<file path="config.mk">
export PLATFORM = sky130hd
export DESIGN_NAME = rx_desc_queue
export DESIGN_NICKNAME = d
export VERILOG_FILES = /design/src/rtl/rdq_pkg.sv /design/src/rtl/rdq_ctrl.sv /design/src/rtl/rdq_store.sv /design/src/rtl/rdq_flags.sv /design/src/rtl/rx_desc_queue.sv
export SDC_FILE = /design/constraint.sdc
export NUM_CORES = 1
export LEC_CHECK = 0
export ABC_AREA = 1
export BUFFER_PORTS_ARGS = -buffer_cell sky130_fd_sc_hd__buf_4
export CAP_MARGIN = 10
export CORE_MARGIN = 2
export CORE_UTILIZATION = 53
export CTS_BUF_LIST = sky130_fd_sc_hd__clkbuf_4
export DETAILED_ROUTE_END_ITERATION = 7
export PLACE_DENSITY = 0.69
export RECOVER_POWER = 100
export SLEW_MARGIN = 25
export SYNTH_ARGS = -nofsm -noshare
export SYNTH_HDL_FRONTEND = slang
export SYNTH_HIERARCHICAL = 1
export SYNTH_SLANG_ARGS = --single-unit
</file>
<file path="constraint.sdc">
create_clock -name clk -period 3.59 [get_ports clk]
set_input_delay 0.718 -clock clk [delete_from_list [all_inputs] [get_ports clk]]
set_output_delay 0.718 -clock clk [all_outputs]
set_load 0.02 [all_outputs]
</file>
<file path="src/rtl/rdq_pkg.sv">
package rdq_pkg;
  localparam int PAGE_W = 5;
  localparam int NPG_W  = 3;
  localparam int ENT_W  = PAGE_W + NPG_W;

  // bit order matters: page count sits above the start page
  typedef struct packed {
    logic [NPG_W-1:0]  npages;
    logic [PAGE_W-1:0] page;
  } rdq_entry_t;
endpackage

</file>
<file path="src/rtl/rdq_ctrl.sv">
module rdq_ctrl #(
  parameter int DEPTH = 31,
  localparam int PTR_W = (DEPTH > 1) ? $clog2(DEPTH) : 1,
  localparam int CNT_W = $clog2(DEPTH + 1)
) (
  input  logic             clk,
  input  logic             rst_n,
  input  logic             push_i,
  input  logic             rd_i,
  output logic             wr_en_o,
  output logic             rd_en_o,
  output logic [PTR_W-1:0] wptr_o,
  output logic [PTR_W-1:0] rptr_o,
  output logic [CNT_W-1:0] count_o,
  output logic             empty_o,
  output logic             full_o
);
  logic [PTR_W-1:0] wptr_q, wptr_d, rptr_q, rptr_d;
  logic [CNT_W-1:0] cnt_q, cnt_d;

  function automatic logic [PTR_W-1:0] ptr_inc(input logic [PTR_W-1:0] p);
    return (p == PTR_W'(DEPTH - 1)) ? '0 : p + PTR_W'(1);
  endfunction

  assign empty_o = (cnt_q == '0);
  assign full_o  = (cnt_q == CNT_W'(DEPTH));
  // a pop in the same cycle frees a slot for the push
  assign rd_en_o = rd_i && !empty_o;
  assign wr_en_o = push_i && (!full_o || rd_en_o);

  always_comb begin
    wptr_d = wptr_q;
    rptr_d = rptr_q;
    cnt_d  = cnt_q;
    if (wr_en_o) wptr_d = ptr_inc(wptr_q);
    if (rd_en_o) rptr_d = ptr_inc(rptr_q);
    case ({wr_en_o, rd_en_o})
      2'b10:   cnt_d = cnt_q + CNT_W'(1);
      2'b01:   cnt_d = cnt_q - CNT_W'(1);
      default: cnt_d = cnt_q;
    endcase
  end

  always_ff @(posedge clk or negedge rst_n) begin
    if (!rst_n) begin
      wptr_q <= '0;
      rptr_q <= '0;
      cnt_q  <= '0;
    end else begin
      if (wr_en_o) wptr_q <= wptr_d;
      if (rd_en_o) rptr_q <= rptr_d;
      if (wr_en_o != rd_en_o) cnt_q <= cnt_d;
    end
  end

  assign wptr_o  = wptr_q;
  assign rptr_o  = rptr_q;
  assign count_o = cnt_q;
endmodule

</file>
<file path="src/rtl/rdq_store.sv">
module rdq_store
  import rdq_pkg::*;
#(
  parameter int DEPTH = 31,
  localparam int PTR_W = (DEPTH > 1) ? $clog2(DEPTH) : 1
) (
  input  logic             clk,
  input  logic             wr_en_i,
  input  logic [PTR_W-1:0] wptr_i,
  input  rdq_entry_t       wdata_i,
  input  logic [PTR_W-1:0] rptr_i,
  output rdq_entry_t       rdata_o
);
  rdq_entry_t slot_q [DEPTH];

  for (genvar g = 0; g < DEPTH; g++) begin : g_slot
    always_ff @(posedge clk) begin
      if (wr_en_i && (wptr_i == PTR_W'(g))) slot_q[g] <= wdata_i;
    end
  end

  always_comb begin
    rdata_o = '0;
    for (int i = 0; i < DEPTH; i++) begin
      if (rptr_i == PTR_W'(i)) rdata_o = slot_q[i];
    end
  end
endmodule

</file>
<file path="src/rtl/rdq_flags.sv">
module rdq_flags (
  input  logic clk,
  input  logic rst_n,
  input  logic push_i,
  input  logic accept_i,
  input  logic clr_i,
  output logic irq_o,
  output logic ovf_o,
  output logic stat_o
);
  logic irq_q, irq_d, ovf_q, ovf_d, stat_q;

  always_comb begin
    irq_d = irq_q;
    if (accept_i)   irq_d = 1'b1;
    else if (clr_i) irq_d = 1'b0;
    ovf_d = ovf_q | (push_i & ~accept_i);
  end

  always_ff @(posedge clk or negedge rst_n) begin
    if (!rst_n) begin
      irq_q  <= 1'b0;
      ovf_q  <= 1'b0;
      stat_q <= 1'b0;
    end else begin
      if (accept_i || clr_i) irq_q <= irq_d;
      if (push_i)            ovf_q <= ovf_d;
      stat_q <= accept_i;
    end
  end

  assign irq_o  = irq_q;
  assign ovf_o  = ovf_q;
  assign stat_o = stat_q;
endmodule

</file>
<file path="src/rtl/rx_desc_queue.sv">
module rx_desc_queue
  import rdq_pkg::*;
#(
  parameter int DEPTH = 31,
  localparam int PTR_W = (DEPTH > 1) ? $clog2(DEPTH) : 1,
  localparam int CNT_W = $clog2(DEPTH + 1)
) (
  input  logic              clk,
  input  logic              rst_n,
  input  logic              push_i,
  input  logic [PAGE_W-1:0] push_page_i,
  input  logic [NPG_W-1:0]  push_npages_i,
  input  logic              rd_i,
  output logic [ENT_W-1:0]  rd_data_o,
  input  logic              irq_clr_i,
  output logic              irq_o,
  output logic              status_wr_o,
  output logic [CNT_W-1:0]  count_o,
  output logic              empty_o,
  output logic              full_o,
  output logic              overflow_o
);
  logic             wr_en, rd_en;
  logic [PTR_W-1:0] wptr, rptr;
  rdq_entry_t       wdata, rdata;

  assign wdata.npages = push_npages_i;
  assign wdata.page   = push_page_i;

  rdq_ctrl #(.DEPTH(DEPTH)) i_ctrl (
    .clk(clk), .rst_n(rst_n), .push_i(push_i), .rd_i(rd_i),
    .wr_en_o(wr_en), .rd_en_o(rd_en), .wptr_o(wptr), .rptr_o(rptr),
    .count_o(count_o), .empty_o(empty_o), .full_o(full_o)
  );

  rdq_store #(.DEPTH(DEPTH)) i_store (
    .clk(clk), .wr_en_i(wr_en), .wptr_i(wptr), .wdata_i(wdata),
    .rptr_i(rptr), .rdata_o(rdata)
  );

  rdq_flags i_flags (
    .clk(clk), .rst_n(rst_n), .push_i(push_i), .accept_i(wr_en),
    .clr_i(irq_clr_i), .irq_o(irq_o), .ovf_o(overflow_o), .stat_o(status_wr_o)
  );

  assign rd_data_o = empty_o ? '0 : rdata;
endmodule

</file>
==> impl_metrics.env, run 1 <==
export IMPL_layout_nets=1204
export IMPL_drtIter0Drc=656
export IMPL_crit_buf_inv=3
export IMPL_dr_pass1_iters=5
export IMPL_arrival_ns=3.37
export IMPL_crit_path_end_kind="output port"
export IMPL_cp_start_kind="register"
export IMPL_cpPeakStageDelay_ns=0.46
export IMPL_layout_commonest_cell="nand2_1"
export IMPL_violations="max-capacitance violations, max-slew violations, negative setup slack"
export IMPL_status="finished, violations left"
export IMPL_layout_common_cells="nand2_1, edfxtp_1, inv_1"
export IMPL_drive_above_1_share=0.225
export IMPL_rr_worst_depth=10
export IMPL_die_x_um=150
export IMPL_io_pins=31
export IMPL_synthTopCellsByArea="edfxtp_1, nand2_1, dfrtp_1"
export IMPL_grt_pass1_wl_um=41300
export IMPL_holdPathStages=4
export IMPL_die_h_um=150
export IMPL_grt_max_degree=32
export IMPL_worst_pin_slew_ns=1.78
export IMPL_post_route_period_util=1.14
export IMPL_crit_fanout=5
export IMPL_yosysWarnings=6
export IMPL_via_per_inst=5.34
export IMPL_crit_chain="buf_6 > nor2_4 > nand3_4 > or2_0 > nand2_1 > nand3_2 > nand2_1 > nand4_1 > nand2_1 > nand3_1 > nand2_1 > nand3_2 > nand2_2 > nand3_2 > nand2_2 > nand4_1 > nand2_1 > nand3_2 > nand2_2 > nand3_2 > inv_1 > nor2_1 > buf_4"
export IMPL_yosys_area_top_type="edfxtp_1"
export IMPL_synth_top_cell_area_share=0.656
export IMPL_fillers=1639
export IMPL_clkSinkCount=266
export IMPL_yosys_most_used_dff="edfxtp_1"
export IMPL_routed_wl_um=26500
export IMPL_ant_nets=0
export IMPL_fp_row_count=53
export IMPL_crit_required_ns=2.87
export IMPL_synth_cells=1023
export IMPL_clk_pin_slew_ns=0.06
export IMPL_io_buffer_count=30
export IMPL_antenna_found_initial=1
export IMPL_synth_edf_count=248
export IMPL_power_density_nw_per_um2=744
export IMPL_clockBufferDepth=3
export IMPL_gp_congestion=0.909
export IMPL_grt_overflow=0
export IMPL_cellLeakagePower_nw=5.17
export IMPL_peakVddDrop_v=0.000819
export IMPL_fin_crit_ns=4.09
export IMPL_wl_per_cell_um=17.7
export IMPL_crit_cells=23
export IMPL_avgSynthCellArea_um2=11.1
export IMPL_maxClockFrequency_mhz=245
export IMPL_yosysSeqAreaShare=0.695
export IMPL_grt_total_usage=0.242
export IMPL_tns_ns=-3.39
export IMPL_root_buffer="clkbuf_4"
export IMPL_cts_buffers=70
export IMPL_drc=0
export IMPL_synthDistinctLibCells=37
export IMPL_grt_pass1_vias=7833
export IMPL_worstSkewPairLatency_ns=0.66
export IMPL_syn_to_final_growth_pct=18.2
export IMPL_setup_violations=8
export IMPL_drv_cap=7
export IMPL_fin_ws_ns=-0.498
export IMPL_path_class="register to output port"
export IMPL_drv_slew=192
export IMPL_hold_path_class="input pin to register"
export IMPL_cts_max_level=3
export IMPL_core_area_um2=21000
export IMPL_synthArstFlopShare=0.0677
export IMPL_synth_seq_cells=266
export IMPL_initial_utilization=0.540
export IMPL_cp_top_family="simple AND/OR/NAND/NOR gates"
export IMPL_die_area_um2=22600
export IMPL_syn_nets=1044
export IMPL_rsz0062_at_grt="true"
export IMPL_tritoncts="done"
export IMPL_crit_slowest_cell="dfrtp_2"
export IMPL_place_ws_ns=0.0324
export IMPL_synth_area_um2=11400
export IMPL_hpwlAfterDp_um=17200
export IMPL_vias=8013
export IMPL_hold_viol=0
export IMPL_fin_skew_ns=0.0528
export IMPL_slew_headroom=-0.188
-- metrics by stage --
| step | area [um2] | hold slack [ns] | utilization | instances | power [mW] |
|---|---|---|---|---|---|
| CTS | 13400 | 0.279 | 0.635 | 1492 | 9.84 |
| global placement | 12300 | 0.452 | 0.584 | 1369 | 6.99 |
| global route | 13400 | 0.299 | 0.639 | 1501 | 10.6 |
| detailed placement | 12300 | 0.458 | 0.584 | 1369 | 7.05 |
| finish | 13400 | 0.328 | 0.639 | 1501 | 9.98 |
| floorplan | 11400 | 0.422 | - | 1023 | 5.79 |
-- cell type report --
class	count	area, um2	share of cell area
Antenna cell	1	2.50	0.000186
Clock buffer	95	713	0.0531
Clock inverter	19	158	0.0117
Inverter	129	495	0.0369
Multi-Input combinational cell	617	3110	0.232
Sequential cell	266	7900	0.588
Tap cell	275	344	0.0256
Timing Repair Buffer	99	699	0.0521
-- final timing paths --
path / end / slack (ns) / startpoint
worst max-delay path: rd_data_o[6] / -0.50 / i_ctrl/rptr_o[1]$_DFFE_PN0N_
worst min-delay path: i_flags/irq_o$_DFFE_PN0P_ / 0.33 / irq_clr_i
worst max register to register: i_store/slot_q[1][29]$_DFFE_PP_ / 0.66 / i_ctrl/count_o[3]$_DFFE_PN0P_
worst min register to register: i_flags/ovf_o$_DFFE_PN0P_ / 0.47 / i_flags/ovf_o$_DFFE_PN0P_
max in group asynchronous: i_ctrl/rptr_o[4]$_DFFE_PN0N_ / 2.07 / rst_n
min in group asynchronous: i_flags/stat_o$_DFF_PN0_ / 0.79 / rst_n
-- registers in the layout, indices dropped and copies added, names as in the netlist --
| name | cells |
|---|---|
| i_store/slot_q | 248 |
| i_ctrl/count_o | 5 |
| i_ctrl/rptr_o | 5 |
| i_ctrl/wptr_o | 5 |
| i_flags/irq_o | 1 |
| i_flags/ovf_o | 1 |
| i_flags/stat_o | 1 |
-- synthesized netlist by cell type, types with 2 or more instances --
master	n
nand2_1	281
edfxtp_1	248
inv_1	119
nor2_1	106
nand4_1	58
nand3_1	45
a21oi_1	33
or2_2	19
dfrtp_1	18
o21ai_0	17
ha_1	7
inv_2	7
buf_2	6
nor3_1	6
clkbuf_1	5
nor2_2	5
or2_1	5
nand2_4	4
nor2_4	4
nor4_1	4
or2_0	3
xor2_1	3
inv_4	2
nand3_2	2
nor3_2	2
o21ai_1	2
xnor2_1	2
-- layer usage --
| metal | routed length [um] | global-route usage | vias to the layer above |
|---|---|---|---|
| met4 | 446 | 0.0764 | 0 |
| met1 | 11600 | 0.338 | 3885 |
| met5 | 0 | 0 | - |
| met3 | 1790 | 0.0564 | 32 |
| li1 | - | - | 3816 |
| met2 | 12700 | 0.381 | 280 |
-- worst register-to-register path, cell delays in order, from the launching register on --
cell and delay, ns:
dfrtp_1 0.42, inv_1 0.10, nor2_1 0.05, nand3_1 0.15, clkinvlp_2 0.17, nand2_1 0.08
nand2_1 0.13, clkinvlp_2 0.34, nand2_1 0.33, nor3_1 0.33, clkbuf_1 0.47
-- cell families (layout without fill, tap and decap cells) --
logic type,after synthesis,after routing,synth area share
simple gates,549,550,0.219
flops,266,266,0.695
buf+inv,141,342,0.0485
compound gates,54,54,0.0242
fa+ha+maj,8,8,0.00947
xor+xnor,5,5,0.00386
other cells,0,1,0
-- what timing repair did --
| item | in CTS | in global routing |
|---|---|---|
| hold buffers | 1 | 0 |
| gates resized for setup | 36 | 42 |
| gates cloned | 0 | 1 |
| endpoints found under the setup margin | 8 | 8 |
| buffers inserted | 8 | 7 |
| endpoints found under the hold margin | 18 | 0 |
| pin swaps | 23 | 46 |
-- power breakdown --
part | switching (mW) | total [mW] | internal, mW
combinational | 2.28 | 3.58 | 1.30
clock | 1.17 | 2.61 | 1.44
sequential | 0.185 | 3.79 | 3.61
total | 3.64 | 9.98 | 6.35
Note: power is estimated with default switching activity, not from simulation.
==> inputs of run 2 (changes only) <==
--- a/config.mk
+++ b/config.mk
@@ -8,7 +8,6 @@
 export ABC_AREA = 1
 export BUFFER_PORTS_ARGS = -buffer_cell sky130_fd_sc_hd__buf_4
 export CAP_MARGIN = 10
-export CORE_MARGIN = 2
 export CORE_UTILIZATION = 53
 export CTS_BUF_LIST = sky130_fd_sc_hd__clkbuf_4
 export DETAILED_ROUTE_END_ITERATION = 7
==> impl_metrics.env, run 2 (synthesis gave the netlist of run 1 again) <==
export IMPL_die_area_um2=22000
export IMPL_slew_headroom=-0.0971
export IMPL_crit_required_ns=2.87
export IMPL_cts_buffers=70
export IMPL_ant_nets=0
export IMPL_fin_crit_ns=4.04
export IMPL_status="finished, violations left"
export IMPL_switching_share=0.357
export IMPL_clkSinkCount=266
export IMPL_fin_skew_ns=0.0487
export IMPL_worstSkewPairLatency_ns=0.66
export IMPL_peakVddDrop_v=0.000774
export IMPL_crit_fanout=6
export IMPL_crit_path_end_kind="output port"
export IMPL_fillers=1640
export IMPL_regMostFlops="i_store/slot_q"
export IMPL_rsz0062_at_grt="true"
export IMPL_fp_row_count=53
export IMPL_crit_path_frequent_cell="nand2_1"
export IMPL_crit_buf_inv=4
export IMPL_cpPeakStageDelay_ns=0.40
export IMPL_initial_utilization=0.540
export IMPL_path_class="register to output port"
export IMPL_grt_pass1_vias=7713
export IMPL_drtIter0Drc=662
export IMPL_die_h_um=148
export IMPL_maxClockFrequency_mhz=247
export IMPL_dr_pass1_iters=5
export IMPL_grt_overflow=0
export IMPL_post_route_period_util=1.13
export IMPL_layout_nets=1200
export IMPL_cts_max_level=3
export IMPL_crit_slowest_cell="dfrtp_1"
export IMPL_io_pins=31
export IMPL_hold_viol=0
export IMPL_violations="max-capacitance violations, max-slew violations, negative setup slack"
export IMPL_layout_commonest_cell="nand2_1"
export IMPL_setup_violations=8
export IMPL_antenna_found_initial=1
export IMPL_pwr_share_comb=0.345
export IMPL_power_density_nw_per_um2=732
export IMPL_drv_slew=192
export IMPL_final_core_util=0.632
export IMPL_finalPower_mw=9.72
export IMPL_pwr_share_seq=0.388
export IMPL_layout_common_cells="nand2_1, edfxtp_1, inv_1"
export IMPL_p_sw_mw=3.47
export IMPL_timing_hold_ws_ns=0.332
export IMPL_tritoncts="done"
export IMPL_arrival_ns=3.33
export IMPL_grt_pass1_wl_um=40300
export IMPL_cellLeakagePower_nw=5.10
export IMPL_drive_above_1_share=0.205
export IMPL_clockBufferDepth=3
export IMPL_worst_pin_slew_ns=1.65
export IMPL_routed_wl_um=25400
export IMPL_core_area_um2=21000
export IMPL_grt_total_usage=0.242
export IMPL_cp_start_kind="register"
export IMPL_drc=0
export IMPL_syn_to_final_growth_pct=16.9
export IMPL_internal_power_mw=6.24
export IMPL_vias=7916
export IMPL_fin_ws_ns=-0.454
export IMPL_drv_cap=6
export IMPL_root_buffer="clkbuf_4"
export IMPL_gp_congestion=0.891
export IMPL_hpwlAfterDp_um=16800
export IMPL_io_buffer_count=30
export IMPL_tns_ns=-3.28
export IMPL_largest_reg_flops=248
export IMPL_via_per_inst=5.25
export IMPL_p_clk_frac=0.267
export IMPL_crit_chain="buf_4 > nor2_4 > nand3_2 > buf_6 > or2_0 > nand2_1 > nand3_2 > nand2_2 > nand4_1 > nand2_1 > nand3_2 > nand2_2 > nand3_1 > nand2_1 > nand3_1 > nand2_1 > nand4_1 > nand2_1 > nand3_2 > nand2_1 > nand3_1 > inv_1 > nor2_1 > buf_4"
export IMPL_cp_top_family="simple AND/OR/NAND/NOR gates"
export IMPL_clk_pin_slew_ns=0.05
export IMPL_wl_per_cell_um=16.8
export IMPL_hold_path_class="input pin to register"
export IMPL_grt_max_degree=32
export IMPL_die_x_um=148
run 2: layout make-up:
cell class                      count  area, um2  area share
Sequential cell                   266       7900       0.595
Multi-Input combinational cell    616       2970       0.224
Clock buffer                      106        796      0.0599
Timing Repair Buffer               96        662      0.0499
Inverter                          129        493      0.0371
Tap cell                          275        344      0.0259
Clock inverter                     19        108     0.00810
Antenna cell                        1       2.50    0.000188
run 2: worst min-delay path, cell delays in order:
cell,delay [ns]
buf_4,0.08
inv_1,0.03
nand2_1,0.04
nand2_1,0.04
run 2: metrics by stage:
step,worst slack [ns],cells,cell area (um2)
3_5_place_dp,0.0491,1364,12200
5_1_grt,-0.782,1508,13300
2_1_floorplan,0.557,1023,11400
6_report,-0.454,1508,13300
4_1_cts,-0.456,1505,13400
3_3_place_gp,0.0539,1364,12200
run 2: metal layers:
metal  track usage  routed length (um)  vias to the layer above  part of all wire
met5             0                   0                        -                 0
met2         0.383               11900                      247              0.47
met3        0.0482                1560                       42             0.061
li1              -                   -                     3832                 -
met1         0.333               11500                     3795              0.45
met4        0.0923                 490                        0             0.019
run 2: worst paths after layout:
kind | from | end | slack (ns) | cells past startpoint
max | i_ctrl/rptr_o[3]$_DFFE_PN0N_ | rd_data_o[6] | -0.45 | 24
min | irq_clr_i | i_flags/irq_o$_DFFE_PN0P_ | 0.33 | 4
max reg2reg | i_ctrl/count_o[3]$_DFFE_PN0P_ | i_store/slot_q[0][78]$_DFFE_PP_ | 0.64 | 12
min reg2reg | i_flags/ovf_o$_DFFE_PN0P_ | i_flags/ovf_o$_DFFE_PN0P_ | 0.46 | 2
max in group asynchronous | rst_n | i_ctrl/rptr_o[1]$_DFFE_PN0N_ | 2.06 | 2
min in group asynchronous | rst_n | i_flags/stat_o$_DFF_PN0_ | 0.78 | 2
run 2: what timing repair did:
item                                    in CTS  in global routing
hold buffers                                 1                  0
endpoints found under the setup margin       8                  8
pin swaps                                   14                 12
gates resized for setup                     25                 17
hold endpoints to repair                    18                  0
buffers inserted                            15                  2
run 2: power groups by stage:
stage / Sequential [mW] / Clock (mW) / Combinational (mW)
floorplan: 3.85 / 0 / 1.94
global placement: 3.82 / 0 / 3.10
detailed placement: 3.83 / 0 / 3.14
CTS: 3.76 / 2.65 / 3.34
global route: 3.80 / 2.83 / 3.72
finish: 3.77 / 2.59 / 3.35
